`src/rtl/srp_pkg.sv`:
```
package srp_pkg;
  typedef enum logic [1:0] {
    CMD_DESEL = 2'b00,
    CMD_READ  = 2'b01,
    CMD_WRITE = 2'b10,
    CMD_HOLD  = 2'b11
  } cmd_e;

  localparam int HIST = 3;
endpackage

```
`src/rtl/srp_cmd_track.sv`:
```
module srp_cmd_track
  import srp_pkg::*;
#(
  parameter int DEPTH = HIST
) (
  input  logic                   clk,
  input  logic                   rst,
  input  logic                   zz,
  input  logic [1:0]             cmd_in,
  output logic [DEPTH:0][1:0]    eff_hist
);
  logic [1:0] last_q;
  logic [1:0] resolved;

  always_comb begin
    resolved    = (cmd_in == CMD_HOLD) ? last_q : cmd_in;
    eff_hist[0] = zz ? CMD_DESEL : resolved;
  end

  always_ff @(posedge clk) begin
    if (rst) last_q <= CMD_DESEL;
    else     last_q <= eff_hist[0];
  end

  for (genvar i = 1; i <= DEPTH; i++) begin : g_stage
    always_ff @(posedge clk) begin
      if (rst) eff_hist[i] <= CMD_DESEL;
      else     eff_hist[i] <= eff_hist[i-1];
    end
  end

  AST_SLEEP_AS_DESEL: assert property (@(posedge clk) disable iff (rst)
    zz |=> (eff_hist[1] == CMD_DESEL));
endmodule

```
`src/rtl/srp_oe_pipe.sv`:
```
module srp_oe_pipe
  import srp_pkg::*;
#(
  parameter int DEPTH = HIST
) (
  input  logic                clk,
  input  logic                rst,
  input  logic                pipe,
  input  logic                dcd,
  input  logic [DEPTH:0][1:0] eff_hist,
  output logic                oe_slot
);
  logic [1:0] e_slot;
  logic [1:0] e_prev;
  logic       slot_q;

  always_comb begin
    e_slot = pipe ? eff_hist[2] : eff_hist[1];
    e_prev = pipe ? eff_hist[3] : eff_hist[2];
    unique case (e_slot)
      CMD_READ:  oe_slot = 1'b1;
      CMD_DESEL: oe_slot = (dcd && e_prev != CMD_DESEL) ? slot_q : 1'b0;
      default:   oe_slot = 1'b0;
    endcase
  end

  always_ff @(posedge clk) begin
    if (rst) slot_q <= 1'b0;
    else     slot_q <= oe_slot;
  end

  AST_READ_SLOT_ON: assert property (@(posedge clk) disable iff (rst)
    (e_slot == CMD_READ) |-> oe_slot);
  AST_WRITE_SLOT_OFF: assert property (@(posedge clk) disable iff (rst)
    (e_slot == CMD_WRITE) |-> !oe_slot);
  AST_SCD_OFF: assert property (@(posedge clk) disable iff (rst)
    (!dcd && e_slot == CMD_DESEL) |-> !oe_slot);
  AST_DCD_KEEP: assert property (@(posedge clk) disable iff (rst)
    (dcd && e_slot == CMD_DESEL && e_prev != CMD_DESEL) |-> (oe_slot == slot_q));
endmodule

```
`src/rtl/srp_data_path.sv`:
```
module srp_data_path #(
  parameter int DW = 36
) (
  input  logic          clk,
  input  logic          rst,
  input  logic          pipe,
  input  logic          rd_d1,
  input  logic [DW-1:0] core_rdata,
  output logic [DW-1:0] dq_data
);
  logic [DW-1:0] dq_q;

  always_ff @(posedge clk) begin
    if (rst)        dq_q <= '0;
    else if (rd_d1) dq_q <= core_rdata;
  end

  assign dq_data = (!pipe && rd_d1) ? core_rdata : dq_q;

  AST_REG_HOLDS: assert property (@(posedge clk) disable iff (rst)
    !rd_d1 |=> $stable(dq_q));
endmodule

```
`src/rtl/sram_read_out.sv`:
```
module sram_read_out
  import srp_pkg::*;
#(
  parameter int DW = 36
) (
  input  logic          clk,
  input  logic          rst,
  input  logic          mode_pipe,
  input  logic          mode_dcd,
  input  logic          oe_n,
  input  logic          zz,
  input  logic [1:0]    cmd_in,
  input  logic [DW-1:0] core_rdata,
  output logic [DW-1:0] dq_out,
  output logic          dq_oe
);
  logic [HIST:0][1:0] eff_hist;
  logic               oe_slot;
  logic               rd_d1;

  srp_cmd_track #(.DEPTH(HIST)) u_track (
    .clk(clk), .rst(rst), .zz(zz), .cmd_in(cmd_in), .eff_hist(eff_hist)
  );

  srp_oe_pipe #(.DEPTH(HIST)) u_oe (
    .clk(clk), .rst(rst), .pipe(mode_pipe), .dcd(mode_dcd),
    .eff_hist(eff_hist), .oe_slot(oe_slot)
  );

  assign rd_d1 = (eff_hist[1] == CMD_READ);

  srp_data_path #(.DW(DW)) u_data (
    .clk(clk), .rst(rst), .pipe(mode_pipe), .rd_d1(rd_d1),
    .core_rdata(core_rdata), .dq_data(dq_out)
  );

  assign dq_oe = oe_slot & ~oe_n & ~zz;

  AST_ASYNC_GATE: assert property (@(posedge clk) disable iff (rst)
    (oe_n || zz) |-> !dq_oe);
endmodule

```
`config.mk`:
```
export PLATFORM = sky130hd
export DESIGN_NAME = sram_read_out
export DESIGN_NICKNAME = d
export VERILOG_FILES = /design/src/rtl/srp_pkg.sv /design/src/rtl/srp_cmd_track.sv /design/src/rtl/srp_oe_pipe.sv /design/src/rtl/srp_data_path.sv /design/src/rtl/sram_read_out.sv
export SDC_FILE = /design/constraint.sdc
export NUM_CORES = 1
export LEC_CHECK = 0
export BUFFER_PORTS_ARGS = -buffer_cell sky130_fd_sc_hd__buf_2
export CAP_MARGIN = 10
export CORE_MARGIN = 3
export CORE_UTILIZATION = 35
export CTS_BUF_LIST = sky130_fd_sc_hd__clkbuf_4 sky130_fd_sc_hd__clkbuf_8
export DETAILED_ROUTE_END_ITERATION = 7
export PLACE_DENSITY = 0.67
export SYNTH_ARGS = -nofsm -noshare
export SYNTH_HDL_FRONTEND = slang
export SYNTH_SLANG_ARGS = --single-unit
```
`constraint.sdc`:
```
create_clock -name clk -period 1.6 [get_ports clk]
set_input_delay 0.16 -clock clk [delete_from_list [all_inputs] [get_ports clk]]
set_output_delay 0.16 -clock clk [all_outputs]
set_load 0.005 [all_outputs]
```
### After elaboration in Yosys (flattened, before gate mapping)

Cells that the tools add are included.

| storage, ports and cells | value |
|---|---|
| register bits after elaboration | 43 |
| output and inout port bits | 37 |

| cells by class | value |
|---|---|
| equality and inequality tests | 3 |
| multiplexer cells | 5 |
| bitwise operators | 4 |
| reduce and logical (&&, ||, !) cells | 6 |

Operator list:

| cell | number |
|---|---|
| 36-bit 2-to-1 mux | 1 |
| 2-bit by 1-bit == test with 1-bit output (second input constant) | 2 |
| 2-bit 2-to-1 mux | 2 |
| 1-bit AND | 2 |
| 2-bit == test (second input constant) | 1 |
| 1-bit logical AND | 2 |
| 2-bit logical NOT | 1 |
| 1-bit inverter | 2 |
| 1-bit case mux with 2 select lines | 1 |
| 2-bit nonzero test | 1 |
| 2-bit OR reduction | 1 |
| 1-bit logical NOT | 1 |
| 1-bit 2-to-1 mux | 1 |

### Longest topological paths before layout

| logic depth | value |
|---|---|
| word-level depth | 7 |
| depth in mapped cells | 5 |
| gate-level depth less buffers | 3 |

### By module

A second synthesis with hierarchy kept.

| unflattened totals | value |
|---|---|
| cells, all modules | 184 |
| area, all modules | 2144.6 sq um |

Modules (own cells, without submodules):

| module | instances | cells an instance | area each (sq um) | sequential area each (sq um) |
|---|---|---|---|---|
| srp_data_path | 1 | 157 | 1845.5 | 720.7 |
| srp_cmd_track | 1 | 16 | 205.2 | 120.1 |
| srp_oe_pipe | 1 | 9 | 75.1 | 20.0 |
| sram_read_out | 1 | 2 | 18.8 | 0.0 |

### Worst setup path before layout

No wires, ideal clock.

| timing | value |
|---|---|
| path type | flip-flop to output port |
| from | reg u_track.last_q[1] (netlist name) |
| to | out dq_out[0] |
| arrival time | 1.233 ns |
| required time | 1.440 ns |
| path slack | 0.207 ns |
| cell stages (with the launch flop) | 6 |
| path buffers | 2 |
| path through | dfxtp_1 -> nand2b_1 -> buf_6 -> nor2_8 -> buf_12 -> mux2_4 |

RTL lines:

| what | RTL line | source |
|---|---|---|
| to (decl) | sram_read_out.sv:14 | `output logic [DW-1:0] dq_out,` |

==> flow_summary.toml <==
[global_routing]
grt_max_degree = 37
track_usage_pct = 14.9
grt-ovfl-total = 0
antenna_found_initial = 0
grt_pass1_wl_um = 8620
grt_pass1_vias = 1817

[timing]
drv_slew = 0
setup_violations = 37
fmax_mhz = 580
slew-limit-headroom_pct = 72.6
finalHoldViolations = 0
setup_ws_ps = -125
setup_tns_ps = -3980
worstMarginPinSlew_ps = 411
whs_ps = 48.4
grt_setup_unrepaired = "yes"
clock_skew_ps = 4.46
timing.final.crit_share_pct = 108
period_minus_slack_ps = 1730

[min_path]
min_path_type = "input port to flip-flop"
hold_path.startpoint = "cmd_in[1]"

[placement]
dp_hpwl_um = 3300
gp_congestion = 0.717
placed_cells = 369
portBuffers = 80
placed_area_sq_um = 2570

[setup_path]
reg2reg_depth = 5
critPathLaunch = "u_track.last_q[1]"
cpMaxStageDelayCell = "dfxtp_2"
endpoint = "dq_out[12]"
path_max_fanout = 7
endpoint_kind = "output pin"
worstPathCellList = "nand2b_4 -> nor2_8 -> buf_8 -> mux2_4 -> buf_6"
cp_data_required_time_ps = 1440
ff2ff_setup_slack_ps = 320
slowest_delay_ps = 320
worstPathArrival_ps = 1570
startpoint_type = "flip-flop"
critical_path_class = "flip-flop to output pin"
r2r_start = "u_track.last_q[1]"
timing.rr.end = "u_data.dq_q[6]"

[cts]
cts_root_buf = "clkbuf_8"
cts_buffers = 5
cts.path.max_buffers = 2
htree_levels = 2
clk_latency_ps = 280
path_clk_slew_ps = 80
cts_sinks = 43
cts_tree = "yes"

[synthesis]
synth_area_leader_cell = "dfxtp_1"
synth_area_leaders = "dfxtp_1 (41%), mux2_4 (22%), nand2_1 (13%)"
synth_nets = 269
ys_warn_count = 0
synth_top_cell_area_share_pct = 41.2
synth_area_sq_um = 2090
synthCells = 225
yosysSeqAreaShare_pct = 41.2
syn_area_per_cell_sq_um = 9.29
ys_types = 19
ys_ff_latch = 43

[route]
viasPerCell = 4.66
post_drt_wl_per_cell_um = 13.0
drc = 0
drtIter0Drc = 68
drtPass1Iterations = 4
route.vias.total = 1784
drt-total-wl_um = 4970
ant_nets = 0

[power_and_ir_drop]
power_leakage_uw = 0.00126
vdd_drop_max_mv = 0.358
power_density_nw_per_um2 = 726

[floorplan]
die_w_um = 83.3
coreArea_sq_um = 5640
start_util_pct = 37.0
ios = 81
dieArea_sq_um = 6930
die-height_um = 83.3
std_cell_rows = 27

[run_status]
status = "finished, violations left"
failed_checks = "negative setup slack"

[finish]
fin_cells = 383
finish.utilization_pct = 52.3
nets = 354
final_area_sq_um = 2950
n_antenna_cell = 0
final_layout_size_suffix_gt1_share_pct = 46.6
syn2layout_area_growth_pct = 41.2

[flow_run]
maxCapViolations = 0
## cell usage after synthesis, drive strengths merged
cell / n
nand2b: 2
a221oi: 1
buf: 11
o32a: 1
nor2: 4
and2b: 1
nor3: 3
nand2: 74
inv: 2
mux2: 36
dfxtp: 43
nor2b: 3
a21oi: 38
clkbuf: 5
nor4: 1
## layer usage
layer	global-route usage (%)	up-vias	wire length, um
met3	3.17	2	276
li1	-	916	-
met2	25.9	52	2490
met4	4.90	0	41
met5	0	-	0
met1	18.0	814	2170
## stage by stage
stage	setup WS [ps]	total power, uW
after floorplan	207	1260
after global placement	135	1370
after detailed placement	125	1370
after CTS	-161	2160
after global routing	-200	2270
final	-125	2140
## worst min path at each step
stage | end | slack [ps] | depth (start not counted)
2_1_floorplan | u_track.last_q[0] | 250 | 1
3_3_place_gp | u_track.last_q[0] | 350 | 2
3_5_place_dp | u_track.last_q[0] | 360 | 2
4_1_cts | u_track.last_q[0] | 40 | 2
5_1_grt | u_track.last_q[1] | 30 | 2
6_report | u_track.last_q[0] | 50 | 2
## report_power, final
part / internal (uW) / leakage, uW / switching [uW] / total [uW]
Sequential: 1090 / 0.000349 / 12.9 / 1110
Clock: 411 / 0.0000549 / 341 / 752
Combinational: 164 / 0.000852 / 122 / 286
## placed cells by master, fill, tap and decap left out
master    count
buf_4         6
buf_6        31
mux2_4       36
nor4_2        1
nand2b_1      1
nor3_1        2
dfxtp_2       1
nand2b_4      1
clkbuf_8      7
nand2_1      74
buf_8         3
buf_12        2
nor2b_1       3
a21oi_1      38
o32a_1        1
dfxtp_1      41
nor2_8        1
dfxtp_4       1
nor3_2        1
nor2_1        3
clkbuf_4      1
and2b_1       1
buf_2        52
a221oi_2      1
inv_1         2
## cell type report
| cell class | instances | area [sq um] |
|---|---|---|
| repair buffers | 94 | 739 |
| flip-flops and latches | 43 | 866 |
| clock buffers | 8 | 104 |
| fillers | 526 | 2690 |
| multi-input cells | 164 | 1140 |
| well taps | 72 | 90.1 |
| inverters | 2 | 7.51 |
## worst max-delay path: cells and delay by family, from the launching register on
family / cells / cell delay, ps
buffers and inverters: 2 / 290
AND/OR/NAND/NOR: 2 / 360
flip-flops: 1 / 320
multiplexers: 1 / 310
## cells by family (layout without fill, tap and decap cells)
kind of cell | Yosys count | in the layout | share of synthesized area (%)
AOI/OAI and AO/OA | 40 | 40 | 10.0
buffers and inverters | 18 | 104 | 6.35
DFF | 43 | 43 | 41.2
muxes | 36 | 36 | 24.8
and+or+nand+nor | 88 | 88 | 17.7
## sequential cells by signal, indices dropped and copies added (netlist names)
signal            flops
u_track.last_q        2
u_track.eff_hist      4
u_data.dq_q          36
u_oe.slot_q           1
## repair_timing
item | 4_1_cts | 5_1_grt
pin swaps | 3 | 3
cloned | 3 | 0
endpoints found under the hold margin | 0 | 0
resized for setup | 14 | 39
setup endpoints to repair | 37 | 37
setup buffers | 8 | 1
hold buffers | 0 | 0
Power figures use the tool's default switching activity.
